## src/rtl/dbnc_pkg.sv

```systemverilog
package dbnc_pkg;
  localparam logic [3:0] A_EN    = 4'd0;
  localparam logic [3:0] A_POL   = 4'd1;
  localparam logic [3:0] A_ARM   = 4'd2;
  localparam logic [3:0] A_MASK  = 4'd3;
  localparam logic [3:0] A_STAT  = 4'd4;
  localparam logic [3:0] A_MSTAT = 4'd5;
  localparam logic [3:0] A_CLR   = 4'd6;
  localparam logic [3:0] A_LVL   = 4'd7;
  localparam logic [3:0] A_LIM0  = 4'd8;

  // keep a written limit inside 1..max_v
  function automatic logic [15:0] clamp_lim(input logic [15:0] v, input logic [15:0] max_v);
    if (v == 16'd0) return 16'd1;
    else if (v > max_v) return max_v;
    else return v;
  endfunction
endpackage

```

## src/rtl/dbnc_sync.sv

```systemverilog
module dbnc_sync #(
  parameter int W = 8
) (
  input  logic         clk,
  input  logic         rst_n,
  input  logic [W-1:0] d,
  output logic [W-1:0] q
);
  logic [W-1:0] s1, s2;
  always_ff @(posedge clk or negedge rst_n) begin
    if (!rst_n) begin
      s1 <= '0;
      s2 <= '0;
    end else begin
      s1 <= d;
      s2 <= s1;
    end
  end
  assign q = s2;
endmodule

```

## src/rtl/dbnc_tick.sv

```systemverilog
module dbnc_tick #(
  parameter int PRESCALE = 32,
  localparam int PW = (PRESCALE > 1) ? $clog2(PRESCALE) : 1
) (
  input  logic          clk,
  input  logic          rst_n,
  input  logic          slow_clk,
  input  logic          run,
  output logic          tick,
  output logic [PW-1:0] phase
);
  logic [2:0] sh;
  logic       rise;
  logic       last;

  always_ff @(posedge clk or negedge rst_n) begin
    if (!rst_n) sh <= '0;
    else        sh <= {sh[1:0], slow_clk};
  end

  assign rise = sh[1] & ~sh[2];
  assign last = (phase == PW'(PRESCALE - 1));
  assign tick = run & rise & last;

  always_ff @(posedge clk or negedge rst_n) begin
    if (!rst_n)    phase <= '0;
    else if (!run) phase <= '0;
    else if (rise) phase <= last ? '0 : phase + 1'b1;
  end
endmodule

```

## src/rtl/dbnc_chan.sv

```systemverilog
module dbnc_chan #(
  parameter int CW = 12
) (
  input  logic          clk,
  input  logic          rst_n,
  input  logic          en,
  input  logic          tick,
  input  logic          din,
  input  logic [CW-1:0] limit,
  output logic          level,
  output logic          busy
);
  logic [CW-1:0] cnt;

  assign busy = en & (din != level);

  always_ff @(posedge clk or negedge rst_n) begin
    if (!rst_n) begin
      cnt   <= '0;
      level <= 1'b0;
    end else if (!busy) begin
      cnt <= '0;
    end else if (tick) begin
      if (cnt == limit) begin
        level <= din;
        cnt   <= '0;
      end else begin
        cnt <= cnt + 1'b1;
      end
    end
  end
endmodule

```

## src/rtl/dbnc_irq_top.sv

```systemverilog
module dbnc_irq_top
  import dbnc_pkg::*;
#(
  parameter int N_CH     = 8,
  parameter int PRESCALE = 32,
  parameter int MAX_MS   = 4000,
  parameter int DW       = 16,
  localparam int CW      = $clog2(MAX_MS + 1),
  localparam int PW      = (PRESCALE > 1) ? $clog2(PRESCALE) : 1
) (
  input  logic            clk,
  input  logic            rst_n,
  input  logic            slow_clk,
  input  logic [N_CH-1:0] ext_in,
  input  logic            wr_en,
  input  logic [3:0]      wr_addr,
  input  logic [DW-1:0]   wr_data,
  input  logic [3:0]      rd_addr,
  output logic [DW-1:0]   rd_data,
  output logic            irq,
  output logic            cnt_active
);
  logic [N_CH-1:0] en_r, pol_r, mask_r, armed_r, stat_r;
  logic [N_CH-1:0] din_s, level, busy, fire, arm_wr, clr_wr;
  logic [N_CH*CW-1:0] lim_flat;
  logic            tick;
  logic [PW-1:0]   tick_phase;

  dbnc_sync #(.W(N_CH)) u_sync (
    .clk(clk), .rst_n(rst_n), .d(ext_in), .q(din_s)
  );

  assign cnt_active = |(en_r & (busy | armed_r));

  dbnc_tick #(.PRESCALE(PRESCALE)) u_tick (
    .clk(clk), .rst_n(rst_n), .slow_clk(slow_clk), .run(cnt_active),
    .tick(tick), .phase(tick_phase)
  );

  for (genvar c = 0; c < N_CH; c++) begin : g_ch
    logic [CW-1:0] lim_q;
    always_ff @(posedge clk or negedge rst_n) begin
      if (!rst_n) lim_q <= CW'(1);
      else if (wr_en && wr_addr == A_LIM0 + 4'(c))
        lim_q <= CW'(clamp_lim(16'(wr_data), 16'(MAX_MS)));
    end
    assign lim_flat[c*CW +: CW] = lim_q;

    dbnc_chan #(.CW(CW)) u_chan (
      .clk(clk), .rst_n(rst_n), .en(en_r[c]), .tick(tick), .din(din_s[c]),
      .limit(lim_q), .level(level[c]), .busy(busy[c])
    );
  end

  assign arm_wr = (wr_en && wr_addr == A_ARM) ? wr_data[N_CH-1:0] : '0;
  assign clr_wr = (wr_en && wr_addr == A_CLR) ? wr_data[N_CH-1:0] : '0;
  assign fire   = tick ? (armed_r & en_r & ~(level ^ pol_r)) : '0;

  always_ff @(posedge clk or negedge rst_n) begin
    if (!rst_n) begin
      en_r    <= '0;
      pol_r   <= '0;
      mask_r  <= '0;
      armed_r <= '0;
      stat_r  <= '0;
    end else begin
      if (wr_en && wr_addr == A_EN)   en_r   <= wr_data[N_CH-1:0];
      if (wr_en && wr_addr == A_POL)  pol_r  <= wr_data[N_CH-1:0];
      if (wr_en && wr_addr == A_MASK) mask_r <= wr_data[N_CH-1:0];
      armed_r <= (armed_r & ~fire) | arm_wr;
      stat_r  <= (stat_r & ~clr_wr) | fire;
    end
  end

  assign irq = |(stat_r & mask_r);

  always_comb begin
    rd_data = '0;
    case (rd_addr)
      A_EN:    rd_data = DW'(en_r);
      A_POL:   rd_data = DW'(pol_r);
      A_ARM:   rd_data = DW'(armed_r);
      A_MASK:  rd_data = DW'(mask_r);
      A_STAT:  rd_data = DW'(stat_r);
      A_MSTAT: rd_data = DW'(stat_r & mask_r);
      A_LVL:   rd_data = DW'(level);
      default: begin
        for (int c = 0; c < N_CH; c++)
          if (rd_addr == A_LIM0 + 4'(c)) rd_data = DW'(lim_flat[c*CW +: CW]);
      end
    endcase
  end
endmodule

```

## config.mk

```make
export PLATFORM = sky130hd
export DESIGN_NAME = dbnc_irq_top
export DESIGN_NICKNAME = d
export VERILOG_FILES = /design/src/rtl/dbnc_pkg.sv /design/src/rtl/dbnc_sync.sv /design/src/rtl/dbnc_tick.sv /design/src/rtl/dbnc_chan.sv /design/src/rtl/dbnc_irq_top.sv
export SDC_FILE = /design/constraint.sdc
export NUM_CORES = 1
export LEC_CHECK = 0
export BUFFER_PORTS_ARGS = -buffer_cell sky130_fd_sc_hd__buf_2
export CAP_MARGIN = 25
export CORE_UTILIZATION = 55
export DETAILED_ROUTE_END_ITERATION = 8
export MAX_ROUTING_LAYER = met4
export PLACE_DENSITY = 0.72
export SYNTH_ARGS = -nofsm -noshare
export SYNTH_HDL_FRONTEND = slang
export SYNTH_SLANG_ARGS = --single-unit
```

## constraint.sdc

```tcl
create_clock -name clk -period 2.5 [get_ports clk]
set_input_delay 0 -clock clk [delete_from_list [all_inputs] [get_ports clk]]
set_output_delay 0 -clock clk [all_outputs]
set_load 0.05 [all_outputs]
```

==> out/results.ini, run 1 <==
[run_status]
outcome = completed

[synth]
async_flop_share = 1.000
ys_top_cells_by_count = dfrtp_1 (256), nand2_1 (204), xor2_1 (144)
ys_seq_area_frac = 0.4686
synth-seq-cells = 264
synth-edff-count = 0
synth_area_leaders = dfrtp_1 (45%), xor2_1 (8.9%), nand2_1 (5.4%)
synth.most_common_cell = dfrtp_1
synth_area_um2 = 14120
ys_warn_count = 0
synth_cells = 1473
synth_ff_type = dfrtp_1
yosysTopAreaCell = dfrtp_1
synth.distinct_cells = 74
synth_top_area_frac = 0.4537
syn_avg_cell_area_um2 = 9.586

[sta]
worst_pin_slew_ps = 918.5
rsz0062_at_grt = yes
slew_viol_final = 0
setup_tns_ps = 0
fin_skew_ps = 25.17
hold_viol_final = 0
fmax_ghz = 0.4066
slew_headroom = 0.3844
period_minus_slack_ps = 2459
timing.hold.ws_ps = 18.36
fin_crit_sh = 0.9838
setup_viol_count_final = 0

[critical_path]
max_stage_delay_ps = 460
crit_path_cell_trace = a22oi_1 -> and4_1 -> nand4_1 -> nor2_1 -> buf_4 -> inv_1 -> buf_2
cp_top_family = simple AND/OR/NAND/NOR gates
critical_path.startpoint_type = flip-flop
cpMaxStageDelayCell = dfrtp_1
reg2reg_slack_ps = 150
endpoint_kind = primary output
crit_type = flip-flop to primary output
cp.required_ps = 2500
crit_arrival_ps = 2460
cp_max_fo = 7
crit_buf_inv = 3

[grt]
use_met3 = 0.06307
grtUsageMet1 = 0.4411
track_usage = 0.3249
grt_pass1_wl_mm = 64.06
grt-ovfl-total = 0
grt_pass1_vias = 11280
top_usage_layer = met2
grt_max_degree = 83
antenna_found_initial = 0
grt_util_met2 = 0.4882

[detailed_routing]
drc = 0
dr.pass1.iters = 6
via_per_inst = 6.293
ant_nets = 0
postRouteWirelength_mm = 40.68
num_vias = 12040
wl_per_cell_um = 21.26
drtIter0Drc = 1437

[placed_design]
port_buffers = 49
placed_area_um2 = 14980
gp_congestion = 0.9989
dp_hpwl_mm = 28.96

[layout]
num_antenna_cells = 0
drive_gt1_frac = 0.1573
post-route-util = 0.6513
layout.nets = 1607
syn_to_final_growth_pct = 16.16
stdcell_area_um2 = 16400

[clocking]
clock-root-buffer = clkbuf_16
cts_tree = built
htree_levels = 1
cts_buffer_depth = 3
cts_inserted_buffers = 29
cts.sinks = 264
clkSlewWorstSetupHoldPaths_ps = 60
insertion_delay_ps = 580

[power_and_ir_drop]
p_leak_nw = 7.342
power_density_nw_per_um2 = 711.9
ir_drop_v = 0.0005190

[floorplanning]
core_area_um2 = 25180
dieArea_um2 = 26320
rows = 58
ios = 54
chipHeight_um = 162.2
die_x_um = 162.2
start_util = 0.5607

[job]
maxCapViolCount = 0

[min_path]
min_path_type = primary input to asynchronous set/reset pin

[worst paths after layout]
kind / depth (start not counted) / from / endpoint
worst max-delay path: 7 / en_r[2] / cnt_active
worst min-delay path: 2 / rst_n / g_ch[0].u_chan.cnt[1]
worst max register to register: 10 / u_tick.phase[0] / g_ch[3].u_chan.level
worst min register to register: 0 / u_sync.s1[2] / u_sync.q[2]
max in group asynchronous: 3 / rst_n / g_ch[7].lim_q[0]
min in group clk: 5 / wr_addr[1] / g_ch[4].lim_q[7]
[final cells by class]
cell class | instances | area [um^2]
sequential | 264 | 6616
inverter | 19 | 71.32
fill | 1954 | 8780
clock inverter | 11 | 226.5
clock buffer | 42 | 854.6
multi-input combinational | 1116 | 7201
tap | 330 | 412.9
timing repair buffer | 131 | 1020
[logic make-up after synthesis]
kind of cell | count (synthesis) | share of synthesized area
other | 1 | 0.0002656
AO/OA/AOI/OAI | 312 | 0.1389
flip-flops | 264 | 0.4686
adder cells (fa/ha/maj) | 10 | 0.008861
AND/OR/NAND/NOR | 554 | 0.1856
buffers and inverters | 96 | 0.02968
multiplexers | 69 | 0.06460
XOR/XNOR | 167 | 0.1036
[placed cells by master (no fill, tap or decap), types with 9 or more instances in the layout]
cell type,count
mux2i_1,18
clkbuf_16,29
nand3_1,67
buf_2,47
buf_4,53
xor2_1,140
a31oi_1,20
a22oi_1,15
and2_1,14
dlygate4sd3_1,22
mux2_2,36
a211oi_1,12
inv_1,18
mux4_2,14
dfrtp_1,256
nor4_1,28
and3_1,19
nand4_1,23
a21oi_1,51
o21ai_0,126
nor2_1,120
nor3_1,19
xnor2_1,23
nor2b_1,9
a21boi_0,10
nand2_1,204
ha_1,10
[sequential cells by signal, indices dropped and copies added, names as in the netlist]
register and count:
u_tick.phase 5, pol_r 8, u_sync.q 8, g_ch.u_chan.level 8, u_sync.s1 8, g_ch.u_chan.cnt 96
armed_r 8, g_ch.lim_q 96, en_r 8, mask_r 8, stat_r 8, u_tick.sh 3
[routing by layer]
layer | up-vias | share of wire
met5 | - | 0
met4 | 0 | 0.034
met3 | 102 | 0.091
met2 | 594 | 0.46
met1 | 5944 | 0.42
li1 | 5398 | -
[power breakdown]
group          internal (mW)  switching, mW  total [mW]
Combinational          0.727           1.09        1.82
Sequential              4.64          0.430        5.07
Clock                   2.99           1.80        4.79
[what timing repair did]
action | CTS | global route
setup buffers | 0 | 1
setup endpoints to repair | 1 | 25
hold endpoints to repair | 277 | 0
gates resized for setup | 1 | 19
pin swaps | 0 | 1
hold buffers | 22 | 0
[through the flow]
stage,setup slack (ps),power [mW],cells
final,40.62,11.68,1913
after global routing,-31.30,12.08,1913
after CTS,0.1665,11.66,1912
after detailed placement,132.0,6.851,1837
after global placement,208.6,6.785,1836
after floorplan,216.8,6.151,1476
Power figures use the tool's default switching activity.
==> run 2: changes to the inputs <==
- CELL_PAD_IN_SITES_DETAIL_PLACEMENT: not set -> 0
- CELL_PAD_IN_SITES_GLOBAL_PLACEMENT: not set -> 1
- CORE_UTILIZATION: 55 -> 49
- PLACE_DENSITY: 0.72 -> not set
- PLACE_DENSITY_LB_ADDON: not set -> 0.1
==> out/results.ini, run 2 (same netlist as run 1, synthesis figures left out) <==
[placed_design]
dp_cells = 1895  ; +3.2%
gp_congestion = 0.9361  ; -6.3%
placed_area_um2 = 15110  ; +0.82%
dp_hpwl_mm = 30.81  ; +6.4%
port_buffers = 49  ; unchanged

[power_and_ir_drop]
power_density_nw_per_um2 = 708.3  ; -0.52%
ir_drop_v = 0.0006278  ; +21%
power.switching_mw = 3.352  ; +1.1%
pwr-share-seq = 0.431  ; -0.003
comb_power_share = 0.158  ; +0.002
p_leak_nw = 7.393  ; +0.68%
p_int_mw = 8.348  ; -0.14%
power_switching_share = 0.2865  ; +0.002437
clkPwrFrac = 0.410  ; about the same

[grt]
grt_max_degree = 68  ; -18%
antenna_found_initial = 1  ; +1
grt_pass1_vias = 11150  ; -1.2%
grt_pass1_wl_mm = 66.65  ; +4.1%
grt-ovfl-total = 0  ; unchanged
track_usage = 0.3116  ; -0.01336

[clocking]
htree_levels = 1  ; unchanged
cts.sinks = 264  ; unchanged
cts_tree = built
cts_inserted_buffers = 30  ; +3.4%
clkSlewWorstSetupHoldPaths_ps = 60  ; about the same
clock-root-buffer = clkbuf_16
insertion_delay_ps = 570  ; about the same
cts_buffer_depth = 3  ; unchanged

[sta]
fmax_ghz = 0.4066  ; about the same
fin_skew_ps = 20.48  ; -4.691 ps
rsz0062_at_grt = no
slew_headroom = 0.4775  ; +0.09314
worst_pin_slew_ps = 781.6  ; -136.9 ps
setup_viol_count_final = 0  ; unchanged
slew_viol_final = 0  ; unchanged
setup_tns_ps = 0  ; unchanged
period_minus_slack_ps = 2459  ; -0.1190 ps
fin_crit_sh = 0.9837  ; about the same
hold_viol_final = 0  ; unchanged

[floorplanning]
chipHeight_um = 171.8  ; +5.9%
core_area_um2 = 28090  ; +12%
rows = 61  ; +5.2%
die_x_um = 171.8  ; +5.9%
dieArea_um2 = 29500  ; +12%
start_util = 0.5027  ; -0.05800
ios = 54  ; unchanged

[run_status]
outcome = completed

[detailed_routing]
ant_nets = 0  ; unchanged
num_vias = 11680  ; -3.0%
wl_per_cell_um = 21.81  ; +2.6%
drc = 0  ; unchanged
via_per_inst = 5.914  ; -6.0%
drtIter0Drc = 917  ; -36%
postRouteWirelength_mm = 43.08  ; +5.9%
dr.pass1.iters = 6  ; unchanged

[critical_path]
cp_max_fo = 3  ; -4
endpoint_kind = primary output
crit_type = flip-flop to primary output
reg2reg_slack_ps = 160  ; about the same
crit_arrival_ps = 2460  ; about the same
cp.required_ps = 2500  ; about the same
critical_path.startpoint_type = flip-flop

[layout]
stdcell_area_um2 = 16520  ; +0.72%
layout.nets = 1619  ; +0.75%
fin_cells = 1975  ; +3.2%
syn_to_final_growth_pct = 17.00
post-route-util = 0.5882  ; -0.06319
drive_gt1_frac = 0.1617  ; +0.004358
layout_common_cells = dfrtp_1 (256), nand2_1 (204), xor2_1 (142), o21ai_0 (126), nor2_1 (120)
reg_top3 = g_ch.lim_q: 96 flops, g_ch.u_chan.cnt: 96 flops
final_common_cell = dfrtp_1

[min_path]
min_path_type = primary input to flip-flop

[job]
maxCapViolCount = 0  ; unchanged

## run 2: changes by cell type in the layout (fill, tap and decap cells not counted), sizes merged
cell | before | now
buf | 109 | 118
clkbuf | 42 | 45
clkinv | 4 | 6
inv | 20 | 18
bufinv | 6 | 5
clkinvlp | 0 | 1
diode | 0 | 1
dlygate4sd3 | 22 | 23
## run 2: final cells by class
class / count / area (um^2)
fill: 2472 / 11570
multi-input combinational: 1116 / 7171
sequential: 264 / 6616
timing repair buffer: 142 / 1109
clock buffer: 44 / 894.6
tap: 378 / 473.0
clock inverter: 11 / 182.7
inverter: 19 / 71.32
antenna: 1 / 2.502
## run 2: timing repair
item	CTS	global route
gates cloned	0	0
setup endpoints to repair	1	24
hold buffers	24	0
setup buffers	0	0
endpoints found under the hold margin	335	0
gates resized for setup	1	14
## run 2: power groups by stage
stage          registers (mW)  clock network, mW  logic [mW]
2_1_floorplan            4.95                  0        1.20
3_3_place_gp             5.11                  0        1.76
3_5_place_dp             5.12                  0        1.79
4_1_cts                  5.04               4.86        1.83
5_1_grt                  5.09               5.04        2.01
6_report                 5.05               4.80        1.85
## run 2: critical path, cell delays in order, from the launching register on
cell	delay [ps]
dfrtp_1	420
mux4_2	300
nand2_1	60
o211ai_1	150
o22ai_1	150
a221oi_1	460
buf_2	360
## run 2: stage by stage
stage          hold slack (ps)  total power [mW]  worst slack (ps)
2_1_floorplan           -295.6             6.151             216.8
3_3_place_gp            -19.06             6.868             154.6
3_5_place_dp            -22.80             6.905             128.0
4_1_cts                  3.733             11.73             32.67
5_1_grt                  48.49             12.14             5.917
6_report                 33.71             11.70             40.74
## run 2: layer usage
| metal | vias to the layer above | share of wire | global-route usage |
|---|---|---|---|
| met2 | 415 | 0.43 | 0.4453 |
| met3 | 87 | 0.073 | 0.05292 |
| met4 | 0 | 0.039 | 0.1147 |
| li1 | 5427 | - | - |
| met1 | 5752 | 0.45 | 0.4432 |
| met5 | - | 0 | - |
## run 2: final timing paths
| kind | startpoint | end | cells after the start |
|---|---|---|---|
| min in group asynchronous | rst_n | g_ch[7].u_chan.cnt[2] | 3 |
| worst min-delay path | wr_addr[1] | g_ch[4].lim_q[11] | 4 |
| worst max-delay path | g_ch[2].lim_q[7] | rd_data[7] | 6 |
| worst min register to register | u_sync.s1[1] | u_sync.q[1] | 0 |
| max in group asynchronous | rst_n | g_ch[6].u_chan.cnt[2] | 4 |
| worst max register to register | g_ch[2].u_chan.level | stat_r[0] | 7 |
